==> src/rtl/kwd_pkg.sv <==
// Shared constants and types for the keyed two-stage watchdog.
// Assumes word addressing of a small register file, up to 8 registers.
package kwd_pkg;
    localparam int ADDR_W = 3;

    localparam logic [ADDR_W-1:0] A_CFG    = 3'd0;
    localparam logic [ADDR_W-1:0] A_CTRL   = 3'd1;
    localparam logic [ADDR_W-1:0] A_PRE1   = 3'd2;
    localparam logic [ADDR_W-1:0] A_PRE2   = 3'd3;
    localparam logic [ADDR_W-1:0] A_RELOAD = 3'd4;
    localparam logic [ADDR_W-1:0] A_COUNT  = 3'd5;

    localparam logic [7:0] KEY_FIRST  = 8'h80;
    localparam logic [7:0] KEY_SECOND = 8'h86;

    localparam int BIT_KEEP   = 8;
    localparam int BIT_FLAG   = 9;
    localparam int CFG_FAST   = 2;
    localparam int CFG_REBOOT = 5;
    localparam logic [5:0] CFG_MASK = 6'b100111;

    localparam int CTL_LOCK = 0;
    localparam int CTL_EN   = 1;
    localparam int CTL_MODE = 2;

    localparam logic [1:0] IRQ_PULSE = 2'd1;
    localparam logic [1:0] IRQ_NONE  = 2'd3;

    typedef enum logic [1:0] {ST_ONE, ST_TWO, ST_DONE} stage_e;
    typedef enum logic [1:0] {KEY_IDLE, KEY_ARMED, KEY_OPEN} key_e;
endpackage

==> src/rtl/kwd_prescaler.sv <==
// Tick divider: emits a one-cycle tick every 2^PRESC_W cycles, or every
// 2^FAST_W cycles when fast is set. Assumes FAST_W < PRESC_W. A clear
// restarts the phase so that the first tick comes a full period later.
module kwd_prescaler #(
    parameter int PRESC_W = 15,
    parameter int FAST_W  = 5
) (
    input  logic clk,
    input  logic rst_n,
    input  logic clr,
    input  logic fast,
    output logic tick
);
    logic [PRESC_W-1:0] cnt;
    logic               fast_hit;

    // Free-running phase counter, held at zero while cleared.
    always_ff @(posedge clk) begin
        if (!rst_n || clr) cnt <= '0;
        else               cnt <= cnt + 1'b1;
    end

    generate
        if (FAST_W == 0) begin : g_fast_every
            assign fast_hit = 1'b1;
        end else begin : g_fast_div
            assign fast_hit = &cnt[FAST_W-1:0];
        end
    endgenerate

    // Tick selection between slow and fast period.
    always_comb tick = fast ? fast_hit : &cnt;
endmodule

==> src/rtl/kwd_keyseq.sv <==
// Unlock key sequencer: KEY_FIRST then KEY_SECOND written to the reload
// register opens one protected write. Any other protected write while
// armed aborts the sequence. Any protected write while open closes it.
module kwd_keyseq
    import kwd_pkg::*;
(
    input  logic       clk,
    input  logic       rst_n,
    input  logic       wr_prot,
    input  logic       wr_reload,
    input  logic [7:0] key_byte,
    output logic       open
);
    key_e st;

    // Key state progression.
    always_ff @(posedge clk) begin
        if (!rst_n) begin
            st <= KEY_IDLE;
        end else begin
            unique case (st)
                KEY_IDLE:  if (wr_reload && key_byte == KEY_FIRST) st <= KEY_ARMED;
                KEY_ARMED: if (wr_prot)
                               st <= (wr_reload && key_byte == KEY_SECOND) ? KEY_OPEN : KEY_IDLE;
                KEY_OPEN:  if (wr_prot) st <= KEY_IDLE;
                default:   st <= KEY_IDLE;
            endcase
        end
    end

    // Grant is visible during the cycle of the protected write.
    always_comb open = (st == KEY_OPEN);
endmodule

==> src/rtl/kwd_countdown.sv <==
// Two chained countdown stages. Each stage lasts (preload+1) ticks. While
// disabled or restarted, it reloads stage one and drops both outputs.
// Assumes tick is a single-cycle strobe.
module kwd_countdown
    import kwd_pkg::*;
#(
    parameter int CNT_W = 20
) (
    input  logic             clk,
    input  logic             rst_n,
    input  logic             en,
    input  logic             restart,
    input  logic             tick,
    input  logic [CNT_W-1:0] pre1,
    input  logic [CNT_W-1:0] pre2,
    input  logic             periodic,
    input  logic             reboot_en,
    input  logic [1:0]       irq_type,
    output logic [CNT_W-1:0] count,
    output stage_e           stage,
    output logic             exp_wd,
    output logic             irq,
    output logic             rst_req
);
    logic hold;
    logic zero;
    logic exp1;
    logic exp2;

    // Expiry strobes for each stage.
    always_comb begin
        hold   = !en || restart;
        zero   = (count == '0);
        exp1   = !hold && tick && zero && stage == ST_ONE;
        exp2   = !hold && tick && zero && stage == ST_TWO;
        exp_wd = exp2 && !periodic;
    end

    // Stage and count progression.
    always_ff @(posedge clk) begin
        if (!rst_n) begin
            stage <= ST_ONE;
            count <= '1;
        end else if (hold) begin
            stage <= ST_ONE;
            count <= pre1;
        end else if (tick) begin
            unique case (stage)
                ST_ONE: begin
                    if (zero) begin
                        stage <= ST_TWO;
                        count <= pre2;
                    end else begin
                        count <= count - 1'b1;
                    end
                end
                ST_TWO: begin
                    if (zero) begin
                        stage <= periodic ? ST_ONE : ST_DONE;
                        count <= periodic ? pre1 : count;
                    end else begin
                        count <= count - 1'b1;
                    end
                end
                default: begin
                    stage <= ST_DONE;
                end
            endcase
        end
    end

    // Stage-one interrupt, level or pulse by type.
    always_ff @(posedge clk) begin
        if (!rst_n || hold)                 irq <= 1'b0;
        else if (exp1 && irq_type != IRQ_NONE) irq <= 1'b1;
        else if (irq_type == IRQ_PULSE)     irq <= 1'b0;
    end

    // Reset request on stage-two expiry in watchdog mode.
    always_ff @(posedge clk) begin
        if (!rst_n || hold)             rst_req <= 1'b0;
        else if (exp_wd && reboot_en)   rst_req <= 1'b1;
    end
endmodule

==> src/rtl/kwd_watchdog.sv <==
// Top of the keyed two-stage watchdog: register file, key gating,
// lock handling and the power-on timeout flag. Register reads are
// combinational. Assumes DATA_W > CNT_W and DATA_W > BIT_FLAG.
module kwd_watchdog
    import kwd_pkg::*;
#(
    parameter int CNT_W   = 20,
    parameter int PRESC_W = 15,
    parameter int FAST_W  = 5,
    parameter int DATA_W  = 32
) (
    input  logic              clk,
    input  logic              por_n,
    input  logic              rst_n,
    input  logic              reg_we,
    input  logic [ADDR_W-1:0] reg_addr,
    input  logic [DATA_W-1:0] reg_wdata,
    output logic [DATA_W-1:0] reg_rdata,
    output logic              irq_o,
    output logic              rst_req_o
);
    logic             sys_rst_n;
    logic [5:0]       cfg_q;
    logic             lock_q;
    logic             en_q;
    logic             func_q;
    logic [CNT_W-1:0] pre1_q;
    logic [CNT_W-1:0] pre2_q;
    logic             flag_q;
    logic             key_open;
    logic             prot_wr;
    logic             reload_wr;
    logic             grant;
    logic             restart;
    logic             tick;
    logic             exp_wd;
    logic [CNT_W-1:0] count;
    stage_e           stage;
    logic             wdata_unused;

    assign wdata_unused = &{1'b0, reg_wdata[DATA_W-1:CNT_W]};

    // Write decode and key grant.
    always_comb begin
        sys_rst_n = por_n && rst_n;
        reload_wr = reg_we && reg_addr == A_RELOAD;
        prot_wr   = reg_we && (reg_addr == A_PRE1 || reg_addr == A_PRE2 || reload_wr);
        grant     = prot_wr && key_open;
        restart   = grant && reg_addr == A_RELOAD && reg_wdata[BIT_KEEP];
    end

    kwd_keyseq u_key (
        .clk       (clk),
        .rst_n     (sys_rst_n),
        .wr_prot   (prot_wr),
        .wr_reload (reload_wr),
        .key_byte  (reg_wdata[7:0]),
        .open      (key_open)
    );

    kwd_prescaler #(.PRESC_W(PRESC_W), .FAST_W(FAST_W)) u_presc (
        .clk   (clk),
        .rst_n (sys_rst_n),
        .clr   (!en_q || restart),
        .fast  (cfg_q[CFG_FAST]),
        .tick  (tick)
    );

    kwd_countdown #(.CNT_W(CNT_W)) u_cnt (
        .clk       (clk),
        .rst_n     (sys_rst_n),
        .en        (en_q),
        .restart   (restart),
        .tick      (tick),
        .pre1      (pre1_q),
        .pre2      (pre2_q),
        .periodic  (func_q),
        .reboot_en (cfg_q[CFG_REBOOT]),
        .irq_type  (cfg_q[1:0]),
        .count     (count),
        .stage     (stage),
        .exp_wd    (exp_wd),
        .irq       (irq_o),
        .rst_req   (rst_req_o)
    );

    // Config and control registers, lock makes control sticky.
    always_ff @(posedge clk) begin
        if (!sys_rst_n) begin
            cfg_q  <= '0;
            lock_q <= 1'b0;
            en_q   <= 1'b0;
            func_q <= 1'b0;
        end else if (reg_we && reg_addr == A_CFG) begin
            cfg_q <= reg_wdata[5:0] & CFG_MASK;
        end else if (reg_we && reg_addr == A_CTRL) begin
            lock_q <= lock_q || reg_wdata[CTL_LOCK];
            en_q   <= reg_wdata[CTL_EN]   || (lock_q && en_q);
            func_q <= lock_q ? func_q : reg_wdata[CTL_MODE];
        end
    end

    // Protected preload registers.
    always_ff @(posedge clk) begin
        if (!sys_rst_n) begin
            pre1_q <= '1;
            pre2_q <= '1;
        end else if (grant && reg_addr == A_PRE1) begin
            pre1_q <= reg_wdata[CNT_W-1:0];
        end else if (grant && reg_addr == A_PRE2) begin
            pre2_q <= reg_wdata[CNT_W-1:0];
        end
    end

    // Timeout flag in the power-on domain, set wins over clear.
    always_ff @(posedge clk) begin
        if (!por_n)                                                 flag_q <= 1'b0;
        else if (exp_wd)                                            flag_q <= 1'b1;
        else if (grant && reg_addr == A_RELOAD && reg_wdata[BIT_FLAG]) flag_q <= 1'b0;
    end

    // Read multiplexer.
    always_comb begin
        reg_rdata = '0;
        unique case (reg_addr)
            A_CFG:    reg_rdata[5:0] = cfg_q;
            A_CTRL:   reg_rdata[2:0] = {func_q, en_q, lock_q};
            A_PRE1:   reg_rdata[CNT_W-1:0] = pre1_q;
            A_PRE2:   reg_rdata[CNT_W-1:0] = pre2_q;
            A_RELOAD: reg_rdata[BIT_FLAG] = flag_q;
            A_COUNT:  reg_rdata[CNT_W-1:0] = count;
            default:  reg_rdata = '0;
        endcase
    end
endmodule

==> config.mk <==
export PLATFORM = sky130hd
export DESIGN_NAME = kwd_watchdog
export DESIGN_NICKNAME = d
export VERILOG_FILES = /design/src/rtl/kwd_pkg.sv /design/src/rtl/kwd_prescaler.sv /design/src/rtl/kwd_keyseq.sv /design/src/rtl/kwd_countdown.sv /design/src/rtl/kwd_watchdog.sv
export SDC_FILE = /design/constraint.sdc
export NUM_CORES = 1
export LEC_CHECK = 0
export CORE_UTILIZATION = 55
export CTS_BUF_LIST = sky130_fd_sc_hd__clkbuf_16
export CTS_CLUSTER_SIZE = 8
export DETAILED_ROUTE_END_ITERATION = 10
export GPL_TIMING_DRIVEN = 1
export PLACE_DENSITY = 0.86
export SLEW_MARGIN = 20
export SYNTH_ARGS = -nofsm -noshare
export SYNTH_HDL_FRONTEND = slang
export SYNTH_SLANG_ARGS = --single-unit
==> constraint.sdc <==
create_clock -name clk -period 2.8 [get_ports clk]
set_clock_uncertainty 0.05 [all_clocks]
set_input_delay 0.42 -clock clk [delete_from_list [all_inputs] [get_ports clk]]
set_output_delay 0.42 -clock clk [all_outputs]
set_load 0.005 [all_outputs]
==> metrics.md, run 1 <==
| Metric | Value |
|---|---|
| Synth Instances | `633` |
| Final Non-Filler Cells | `799` |
| Bufs on Longest Clock Path | `2` |
| H-tree depth | `3` |
| Slowest CP cell | `clkdlybuf4s50_1` |
| Fin. max-slew vios | `0` |
| First-pass iteration count of the detailed router | `8` |
| Wire length on met1 | `5920 um` |
| Cell taking the most area after synthesis | `dfxtp_1` |
| Yosys Warn Count | `0` |
| Post-CTS Hold Fix Bufs | `0` |
| Min cycle time layout | `2750 ps` |
| Clock tree from TritonCTS | `yes` |
| Max-slew headroom | `0.263` |
| Crit path launch type | `input pin` |
| Buffers on Ports | `48` |
| Power per Cell Area | `466 mW/mm2` |
| Crit path largest cell delay | `570 ps` |
| Top-count cell post-synth | `nand2_1` |
| Hold Vio Cnt, Final | `0` |
| Final worst slack | `48.8 ps` |
| # IOs | `73` |
| Clock sinks | `89` |
| Placed insts | `783` |
| Avg WL per Cell | `18.5 um` |
| DR WL met2 | `7170 um` |
| Post-synth EDFFs | `0` |
| Worst Tran Pin Value | `1100 ps` |
| P&R area growth vs syn | `21.0%` |
| # fillers | `662` |
| # Post-CTS Setup Buffers | `0` |
| Die W | `97.0 um` |
| Synth top area cells | `dfxtp_1 (36%), nand2_1 (11%), nand3_1 (6.4%), a22o_1 (5.8%), nor2_1 (3.2%)` |
| Initial antenna violation count | `0` |
| Crit Path Max Fanout | `10` |
| Largest net degree at the start of global routing | `24` |
| Seq/Total Area, Yosys | `0.359` |
| Synth Cell Area | `0.00497 mm2` |
| Final Setup Violations | `0` |
| Routability Congestion | `0.963` |
| Post-synth cell types | `66` |
| Worst Path Arrival | `2280 ps` |
| Clk Latency, worst-skew pair | `340 ps` |
| Row count | `34` |
| WL met3 | `1340 um` |
| Tcrit/Tclk final | `0.983` |
| Mapped Avg Cell Area | `7.85 um2` |
| Clk slew on worst S/H paths | `60 ps` |
| Ys async rst share | `0` |
| Worst setup EP type | `output pin` |
| Flops & latches, synth | `89` |
| Die Area | `0.00942 mm2` |
| Vias in the first global route | `5089` |
| Final #Nets | `730` |
| Final wirelength | `14800 um` |
| DRC marker count from the first detailed-route iteration | `448` |
| Status | `finished, final reports clean` |
| Ant. Diodes | `0` |
| Worst Setup Path Type | `input pin to output pin` |
| # resized after CTS | `0` |
| GRT overflow | `0` |
| Core area | `0.00872 mm2` |
| Initial Utilization | `0.570` |
| Die Height | `97.0 um` |
| Peak VDD IR | `347 uV` |
| Post-synth top area share | `0.359` |
| CP Cell Sequence | `clkdlybuf4s50_1 -> inv_2 -> nor2_1 -> buf_4 -> buf_6 -> a22o_1 -> a22o_1 -> clkdlybuf4s50_1` |
| Hold WC Path Type | `flip-flop to flip-flop` |
| Commonest cells in the synthesized netlist | `nand2_1 (140), dfxtp_1 (89), nand3_1 (64)` |
| DR vias | `5146` |
| Max Used Layer | `met4` |
| Worst slack, placed | `13.9 ps` |
| Most used DFF post-synth | `dfxtp_1` |
| ANT nets after route | `0` |
| Clk Tree Root Cell | `clkbuf_16` |
| Worst EP required | `2330 ps` |
| Share of layout cells above drive strength 1 | `0.104` |
| Residual DRC | `0` |
| Pleak | `2.37 nW` |
| Total global-route track usage | `0.321` |
| Vias/cell | `6.44` |
| CTS buffer count | `9` |
| Max Fclk | `0.363 GHz` |
| Hpwl dp | `10100 um` |
| Max-Cap Viols | `0` |
| First-pass GRT wire length | `24600 um` |
sequential cells by signal, indices dropped and copies added (netlist names):
name / cells
flag_q: 1
u_cnt.count: 20
u_cnt.stage: 2
u_cnt.rst_req: 1
en_q: 1
lock_q: 1
func_q: 1
u_cnt.irq: 1
pre1_q: 20
u_key.st: 2
u_presc.cnt: 15
cfg_q: 4
pre2_q: 20
critical path, delay by kind of cell:
kind	cells	cell delay, ps
and+or+nand+nor	1	90
buffers and inverters	5	1490
AOI/OAI and AO/OA	2	280
metrics by stage:
stage | utilization | total power, mW | area [um2] | TNS [ps] | hold WS, ps
CTS | 0.688 | 2.80 | 6000 | -3.85 | 422
global route | 0.689 | 2.88 | 6010 | -1.53 | 456
floorplan | - | 1.41 | 5010 | 0 | 373
global placement | 0.652 | 1.54 | 5690 | 0 | 388
finish | 0.689 | 2.80 | 6010 | 0 | 420
detailed placement | 0.652 | 1.54 | 5690 | 0 | 409
path summary, 6_finish.rpt:
kind                  start               to  slack [ps]  cells past startpoint
max             reg_addr[2]    reg_rdata[12]          50                      8
min          u_presc.cnt[0]   u_presc.cnt[0]         420                      1
min reg2reg  u_presc.cnt[0]   u_presc.cnt[0]         420                      1
max reg2reg  u_presc.cnt[0]  u_cnt.count[19]         270                      7
power by group:
group | total, mW | leakage, nW | switching [mW] | internal (mW)
logic | 0.253 | 1.50 | 0.114 | 0.139
clock network | 1.28 | 0.156 | 0.505 | 0.774
registers | 1.27 | 0.719 | 0.00266 | 1.27
area by class of cell:
| class | count | area, um2 | area share |
|---|---|---|---|
| clock inverter | 7 | 87.6 | 0.0146 |
| multi-input combinational | 498 | 2950 | 0.490 |
| tap | 108 | 135 | 0.0225 |
| inverter | 4 | 15.0 | 0.00250 |
| timing repair buffer | 84 | 821 | 0.137 |
| sequential | 89 | 1780 | 0.296 |
| clock buffer | 9 | 225 | 0.0375 |
cells by family (layout without fill, tap and decap cells):
logic type               count (synthesis)  after routing  synth area share
buffers and inverters                   57            104            0.0582
multiplexers                            11             11            0.0227
other                                    1             12          0.000755
adder cells (fa/ha/maj)                  5              5            0.0126
AO/OA/AOI/OAI                          123            123             0.187
flip-flops                              89             89             0.359
XOR/XNOR                                24             24            0.0423
AND/OR/NAND/NOR                        323            323             0.317
routing by layer:
metal / global-route usage / vias to the layer above
li1: - / 2363
met1: 0.398 / 2422
met2: 0.546 / 316
met3: 0.0629 / 45
met4: 0.123 / 0
met5: 0 / -
layout by cell type, fill, tap and decap left out, types with 4 or more instances in the layout:
| master | count |
|---|---|
| o211ai_1 | 14 |
| and3_1 | 10 |
| nor2b_1 | 6 |
| clkdlybuf4s50_1 | 48 |
| ha_1 | 5 |
| conb_1 | 12 |
| inv_1 | 5 |
| clkbuf_16 | 9 |
| nand2b_1 | 4 |
| xor2_1 | 15 |
| mux2i_1 | 9 |
| o22ai_1 | 4 |
| xnor2_1 | 9 |
| nor4_1 | 8 |
| nor3_1 | 10 |
| buf_12 | 5 |
| buf_4 | 29 |
| o21ai_0 | 15 |
| dfxtp_1 | 89 |
| nor2_1 | 42 |
| a31oi_1 | 4 |
| a221oi_1 | 15 |
| nand4_1 | 8 |
| nand2_1 | 140 |
| a21oi_1 | 18 |
| a22o_1 | 33 |
| nand3_1 | 64 |
No activity file was read; power rests on OpenSTA's default activity.
==> run 2, diff against run 1 <==
--- a/config.mk
+++ b/config.mk
@@ -7,8 +7,8 @@
 export LEC_CHECK = 0
 export CORE_UTILIZATION = 55
 export CTS_BUF_LIST = sky130_fd_sc_hd__clkbuf_16
-export CTS_CLUSTER_SIZE = 8
 export DETAILED_ROUTE_END_ITERATION = 10
+export GPL_ROUTABILITY_DRIVEN = 0
 export GPL_TIMING_DRIVEN = 1
 export PLACE_DENSITY = 0.86
 export SLEW_MARGIN = 20
==> run 2 against run 1 <==
- final area down 0.56%
- largest power group is now sequential cells
- core utilization fell by 0.39 points
- wire length shrank 0.62%
- fmax about the same
- global-route usage about the same
- critical endpoint is now reg_rdata[11]
==> metrics.md, run 2 (same netlist as run 1, synthesis figures left out) <==
| Metric | Value |
|---|---|
| Bufs on Longest Clock Path | `2 (unchanged)` |
| Clock sinks | `89 (unchanged)` |
| Avg WL per Cell | `18.5 um (about the same)` |
| First-pass GRT wire length | `24500 um (was 24600 um)` |
| Power per Cell Area | `447 mW/mm2 (was 466 mW/mm2)` |
| Clk slew on worst S/H paths | `70 ps (was 60 ps)` |
| Hold Vio Cnt, Final | `0 (unchanged)` |
| Core area | `0.00872 mm2 (unchanged)` |
| Initial Utilization | `0.570 (unchanged)` |
| Leading cell type in the layout, fill and taps excluded | `nand2_1 (unchanged)` |
| # resized after CTS | `3 (was 0)` |
| Tcrit/Tclk final | `0.982 (was 0.983)` |
| Largest net degree at the start of global routing | `23 (was 24)` |
| Residual DRC | `0 (unchanged)` |
| Vias/cell | `6.52 (was 6.44)` |
| Total global-route track usage | `0.320 (was 0.321)` |
| RSZ-0062 raised after global routing | `no` |
| Buffers on Ports | `48 (unchanged)` |
| Final TNS setup | `0 ps (unchanged)` |
| Fin area | `0.00598 mm2 (was 0.00601 mm2)` |
| Worst EP required | `2330 ps (about the same)` |
| ANT nets after route | `0 (unchanged)` |
| Clk Latency, worst-skew pair | `340 ps (about the same)` |
| Post-placement cell area | `0.00569 mm2 (about the same)` |
| Final Setup Violations | `0 (unchanged)` |
| H-tree depth | `3 (unchanged)` |
| Top Registers | `pre1_q x20, pre2_q x20, u_cnt.count x20 (unchanged)` |
| Post-CTS Hold Fix Bufs | `0 (unchanged)` |
| Max Fclk | `0.364 GHz (was 0.363 GHz)` |
| Worst setup EP type | `output pin (unchanged)` |
| Worst Path Arrival | `2280 ps (about the same)` |
| Clk Tree Root Cell | `clkbuf_16 (unchanged)` |
| Crit Path Max Fanout | `10 (unchanged)` |
| DR vias | `5201 (was 5146)` |
| Max-Cap Viols | `0 (unchanged)` |
| Die W | `97.0 um (unchanged)` |
| Vias in the first global route | `5076 (was 5089)` |
| Die Area | `0.00942 mm2 (unchanged)` |
| Initial antenna violation count | `0 (unchanged)` |
| First-pass iteration count of the detailed router | `5 (was 8)` |
| Worst Setup Path Type | `input pin to output pin (unchanged)` |
| Min cycle time layout | `2750 ps (about the same)` |
| Status | `finished, final reports clean (unchanged)` |
| Fin. max-slew vios | `0 (unchanged)` |
| GRT overflow | `0 (unchanged)` |
| DRC marker count from the first detailed-route iteration | `610 (was 448)` |
| Pleak | `2.35 nW (was 2.37 nW)` |
| CTS buffer count | `9 (unchanged)` |
| Final wirelength | `14700 um (was 14800 um)` |
| Max-slew headroom | `0.390 (was 0.263)` |
| Peak VDD IR | `258 uV (was 347 uV)` |
| Crit path launch type | `input pin (unchanged)` |
| Worst Tran Pin Value | `913 ps (was 1100 ps)` |
| Hold WC Path Type | `flip-flop to flip-flop (unchanged)` |
| Clock tree from TritonCTS | `yes (unchanged)` |
| Share of layout cells above drive strength 1 | `0.107 (was 0.104)` |
| Ant. Diodes | `0 (unchanged)` |
| Die Height | `97.0 um (unchanged)` |
| P&R area growth vs syn | `20.4% (was 21.0%)` |
| Most frequent cells in the layout | `nand2_1 (140), dfxtp_1 (89), nand3_1 (64) (unchanged)` |
| Row count | `34 (unchanged)` |
| Final #Nets | `729 (was 730)` |
| # IOs | `73 (unchanged)` |
| # Post-CTS Setup Buffers | `0 (unchanged)` |
| Hpwl dp | `9950 um (was 10100 um)` |
==> run 2: cell type report <==
class                   count  area (um2)
clock inverters             7        52.6
flip-flops and latches     89        1780
multi-input cells         498        2950
fillers                   663        2740
repair buffers             83         817
well taps                 108         135
clock buffers               9         225
inverters                   4        15.0
==> run 2: critical path: stages <==
cell             delay [ps]
clkdlybuf4s50_1         530
inv_1                    70
nor2_1                  100
buf_4                   150
buf_4                   200
a22o_1                  170
a22o_1                  130
clkdlybuf4s50_1         500
==> run 2: routing by layer <==
metal,global-route usage,part of all wire,up-vias
met5,0,0,-
met4,0.166,0.045,0
met3,0.0679,0.097,78
met2,0.517,0.47,341
met1,0.401,0.39,2420
li1,-,-,2362
==> run 2: through the flow <==
step | std cells | util | setup slack, ps | hold WS, ps | total power [mW]
after floorplan | 644 | - | 460 | 373 | 1.41
after global placement | 782 | 0.653 | -46.6 | 388 | 1.54
after detailed placement | 782 | 0.653 | -52.7 | 417 | 1.55
after CTS | 798 | 0.686 | 57.0 | 426 | 2.67
after global routing | 798 | 0.686 | 30.3 | 460 | 2.76
final | 798 | 0.686 | 50.4 | 429 | 2.67
==> run 2: power breakdown <==
part	leakage [nW]	switching [mW]	internal, mW	total [mW]
registers	0.719	0.00278	1.27	1.27
logic	1.49	0.116	0.140	0.256
clock network	0.137	0.537	0.611	1.15
==> run 2: path summary, 6_finish.rpt <==
check,slack (ps),cells after the start,end,from
hold reg to reg,430,2,u_cnt.rst_req,u_cnt.rst_req
hold / removal,430,2,u_cnt.rst_req,u_cnt.rst_req
setup / recovery,50,8,reg_rdata[11],reg_addr[2]
setup reg to reg,250,8,flag_q,u_cnt.count[0]
==> run 3, diff against run 2 <==
--- a/config.mk
+++ b/config.mk
@@ -5,12 +5,12 @@
 export SDC_FILE = /design/constraint.sdc
 export NUM_CORES = 1
 export LEC_CHECK = 0
-export CORE_UTILIZATION = 55
+export CORE_UTILIZATION = 40
 export CTS_BUF_LIST = sky130_fd_sc_hd__clkbuf_16
 export DETAILED_ROUTE_END_ITERATION = 10
 export GPL_ROUTABILITY_DRIVEN = 0
 export GPL_TIMING_DRIVEN = 1
-export PLACE_DENSITY = 0.86
+export PLACE_DENSITY = 0.67
 export SLEW_MARGIN = 20
 export SYNTH_ARGS = -nofsm -noshare
 export SYNTH_HDL_FRONTEND = slang
==> run 3 against run 2 <==
- sequential power about the same
- die area up 37%
- first-iteration DRC count down 46%
==> metrics.md, run 3 (same netlist as run 1, synthesis figures left out) <==
| Metric | Value |
|---|---|
| Share of layout cells above drive strength 1 | `0.109 (was 0.107)` |
| Min cycle time layout | `2670 ps (was 2750 ps)` |
| Max-slew headroom | `0.391 (was 0.390)` |
| Initial Utilization | `0.412 (was 0.570)` |
| Core area | `0.0121 mm2 (was 0.00872 mm2)` |
| Pwr Total | `2.56 mW (was 2.67 mW)` |
| Worst EP required | `2330 ps (about the same)` |
| Crit path largest cell delay | `520 ps (was 530 ps)` |
| Switching share of power | `0.227 (was 0.245)` |
| H-tree depth | `3 (unchanged)` |
| Worst Path Arrival | `2200 ps (was 2280 ps)` |
| Slowest CP cell | `clkdlybuf4s50_1 (unchanged)` |
| Final Non-Filler Cells | `864 (was 798)` |
| Fin area | `0.00605 mm2 (was 0.00598 mm2)` |
| Comb power frac | `0.099 (was 0.096)` |
| GRT overflow | `0 (unchanged)` |
| Hold Vio Cnt, Final | `0 (unchanged)` |
| Worst Tran Pin Value | `912 ps (was 913 ps)` |
| First-pass GRT wire length | `23800 um (was 24500 um)` |
| Final Setup Violations | `0 (unchanged)` |
| Clock tree from TritonCTS | `yes (unchanged)` |
| DRC marker count from the first detailed-route iteration | `328 (was 610)` |
| Avg WL per Cell | `16.8 um (was 18.5 um)` |
| Crit path launch type | `input pin (unchanged)` |
| Clk Tree Root Cell | `clkbuf_16 (unchanged)` |
| First-pass iteration count of the detailed router | `5 (unchanged)` |
| Clock sinks | `89 (unchanged)` |
| Clk slew on worst S/H paths | `60 ps (was 70 ps)` |
| Fin. max-slew vios | `0 (unchanged)` |
| Hpwl dp | `10500 um (was 9950 um)` |
| P&R area growth vs syn | `21.7% (was 20.4%)` |
| Leading cell type in the layout, fill and taps excluded | `nand2_1 (unchanged)` |
| Row count | `40 (was 34)` |
| Tcrit/Tclk final | `0.953 (was 0.982)` |
| Most frequent cells in the layout | `nand2_1 (140), dfxtp_1 (89), nand3_1 (64) (unchanged)` |
| Post-placement cell area | `0.00580 mm2 (was 0.00569 mm2)` |
| Peak VDD IR | `209 uV (was 258 uV)` |
| Status | `finished, final reports clean (unchanged)` |
| DR vias | `4903 (was 5201)` |
| Clk Latency, worst-skew pair | `350 ps (was 340 ps)` |
| Residual DRC | `0 (unchanged)` |
| Vias in the first global route | `4654 (was 5076)` |
| Final worst slack | `133 ps (was 50.4 ps)` |
| Largest net degree at the start of global routing | `23 (unchanged)` |
| Pleak | `2.37 nW (was 2.35 nW)` |
| Clock power frac | `0.406 (was 0.429)` |
| Top Registers | `pre1_q x20, pre2_q x20, u_cnt.count x20 (unchanged)` |
| Final wirelength | `14500 um (was 14700 um)` |
| Placed insts | `851 (was 782)` |
| Part of the power in registers | `0.495 (was 0.475)` |
| Max-Cap Viols | `0 (unchanged)` |
| Ant. Diodes | `0 (unchanged)` |
| Worst setup EP type | `output pin (unchanged)` |
| Total global-route track usage | `0.237 (was 0.320)` |
| Die Height | `113 um (was 97.0 um)` |
| Bufs on Longest Clock Path | `2 (unchanged)` |
| Power per Cell Area | `424 mW/mm2 (was 447 mW/mm2)` |
| Die W | `113 um (was 97.0 um)` |
| Worst Setup Path Type | `input pin to output pin (unchanged)` |
| Initial antenna violation count | `0 (unchanged)` |
| Net switching power | `0.581 mW (was 0.656 mW)` |
| Worst slack, placed | `-6.90 ps (was -52.7 ps)` |
| Final #Nets | `738 (was 729)` |
| Vias/cell | `5.67 (was 6.52)` |
| Max Fclk | `0.375 GHz (was 0.364 GHz)` |
| Crit Path Max Fanout | `20 (was 10)` |
| Die Area | `0.0129 mm2 (was 0.00942 mm2)` |
| # IOs | `73 (unchanged)` |
| CTS buffer count | `9 (unchanged)` |
| ANT nets after route | `0 (unchanged)` |
| CP Cell Sequence | `clkdlybuf4s50_1 -> nor2b_1 -> buf_4 -> buf_12 -> a22o_1 -> a22o_1 -> clkdlybuf4s50_1 (was clkdlybuf4s50_1 -> inv_1 -> nor2_1 -> buf_4 -> buf_4 -> a22o_1 -> a22o_1 -> clkdlybuf4s50_1)` |
| Hold WC Path Type | `flip-flop to flip-flop (unchanged)` |
| Pint | `1.98 mW (was 2.02 mW)` |
| RSZ-0062 raised after global routing | `no (unchanged)` |
| Buffers on Ports | `48 (unchanged)` |
[run 3: changes by cell type in the layout (fill, tap and decap cells not counted), sizes merged]
cell and change:
buf +9, clkinvlp -1, inv -2
[run 3: through the flow]
stage	hold WS, ps	util	setup TNS, ps
after floorplan	373	-	0
after CTS	417	0.501	0
final	408	0.501	0
after global routing	434	0.501	0
after global placement	390	0.481	0
after detailed placement	403	0.481	-6.90
[run 3: layout make-up]
type	count	area (um2)
clock buffers	9	225
repair buffers	92	851
multi-input cells	498	2950
fillers	1191	6020
clock inverters	4	16.3
well taps	168	210
flip-flops and latches	89	1780
inverters	4	15.0
[run 3: power by group through the flow]
stage / logic, mW / clock network (mW) / registers, mW
after global routing: 0.272 / 1.13 / 1.27
after global placement: 0.250 / 0 / 1.30
after floorplan: 0.117 / 0 / 1.30
after detailed placement: 0.250 / 0 / 1.30
final: 0.253 / 1.04 / 1.27
after CTS: 0.252 / 1.07 / 1.27
[run 3: what timing repair did]
action,CTS,global route
hold buffers,0,0
buffers inserted,0,0
gates cloned,0,0
resized for setup,1,2
setup endpoints to repair,1,3
[run 3: metal layers]
layer / track usage / wire (um)
met1: 0.310 / 6560
met2: 0.385 / 6790
met3: 0.0430 / 875
met4: 0.0965 / 295
met5: 0 / 0
[run 3: critical path, delay by kind of cell]
family / cells / cell delay [ps]
buffers and inverters: 4 / 1260
and+or+nand+nor: 1 / 60
AOI/OAI and AO/OA: 2 / 450
[run 3: path summary, 6_finish.rpt]
path                  startpoint         endpoint  slack (ps)  depth (start not counted)
setup reg to reg  u_presc.cnt[0]  u_cnt.count[12]         250                          7
hold / removal    u_presc.cnt[0]   u_presc.cnt[0]         410                          1
setup / recovery     reg_addr[2]    reg_rdata[12]         130                          7
hold reg to reg   u_presc.cnt[0]   u_presc.cnt[0]         410                          1
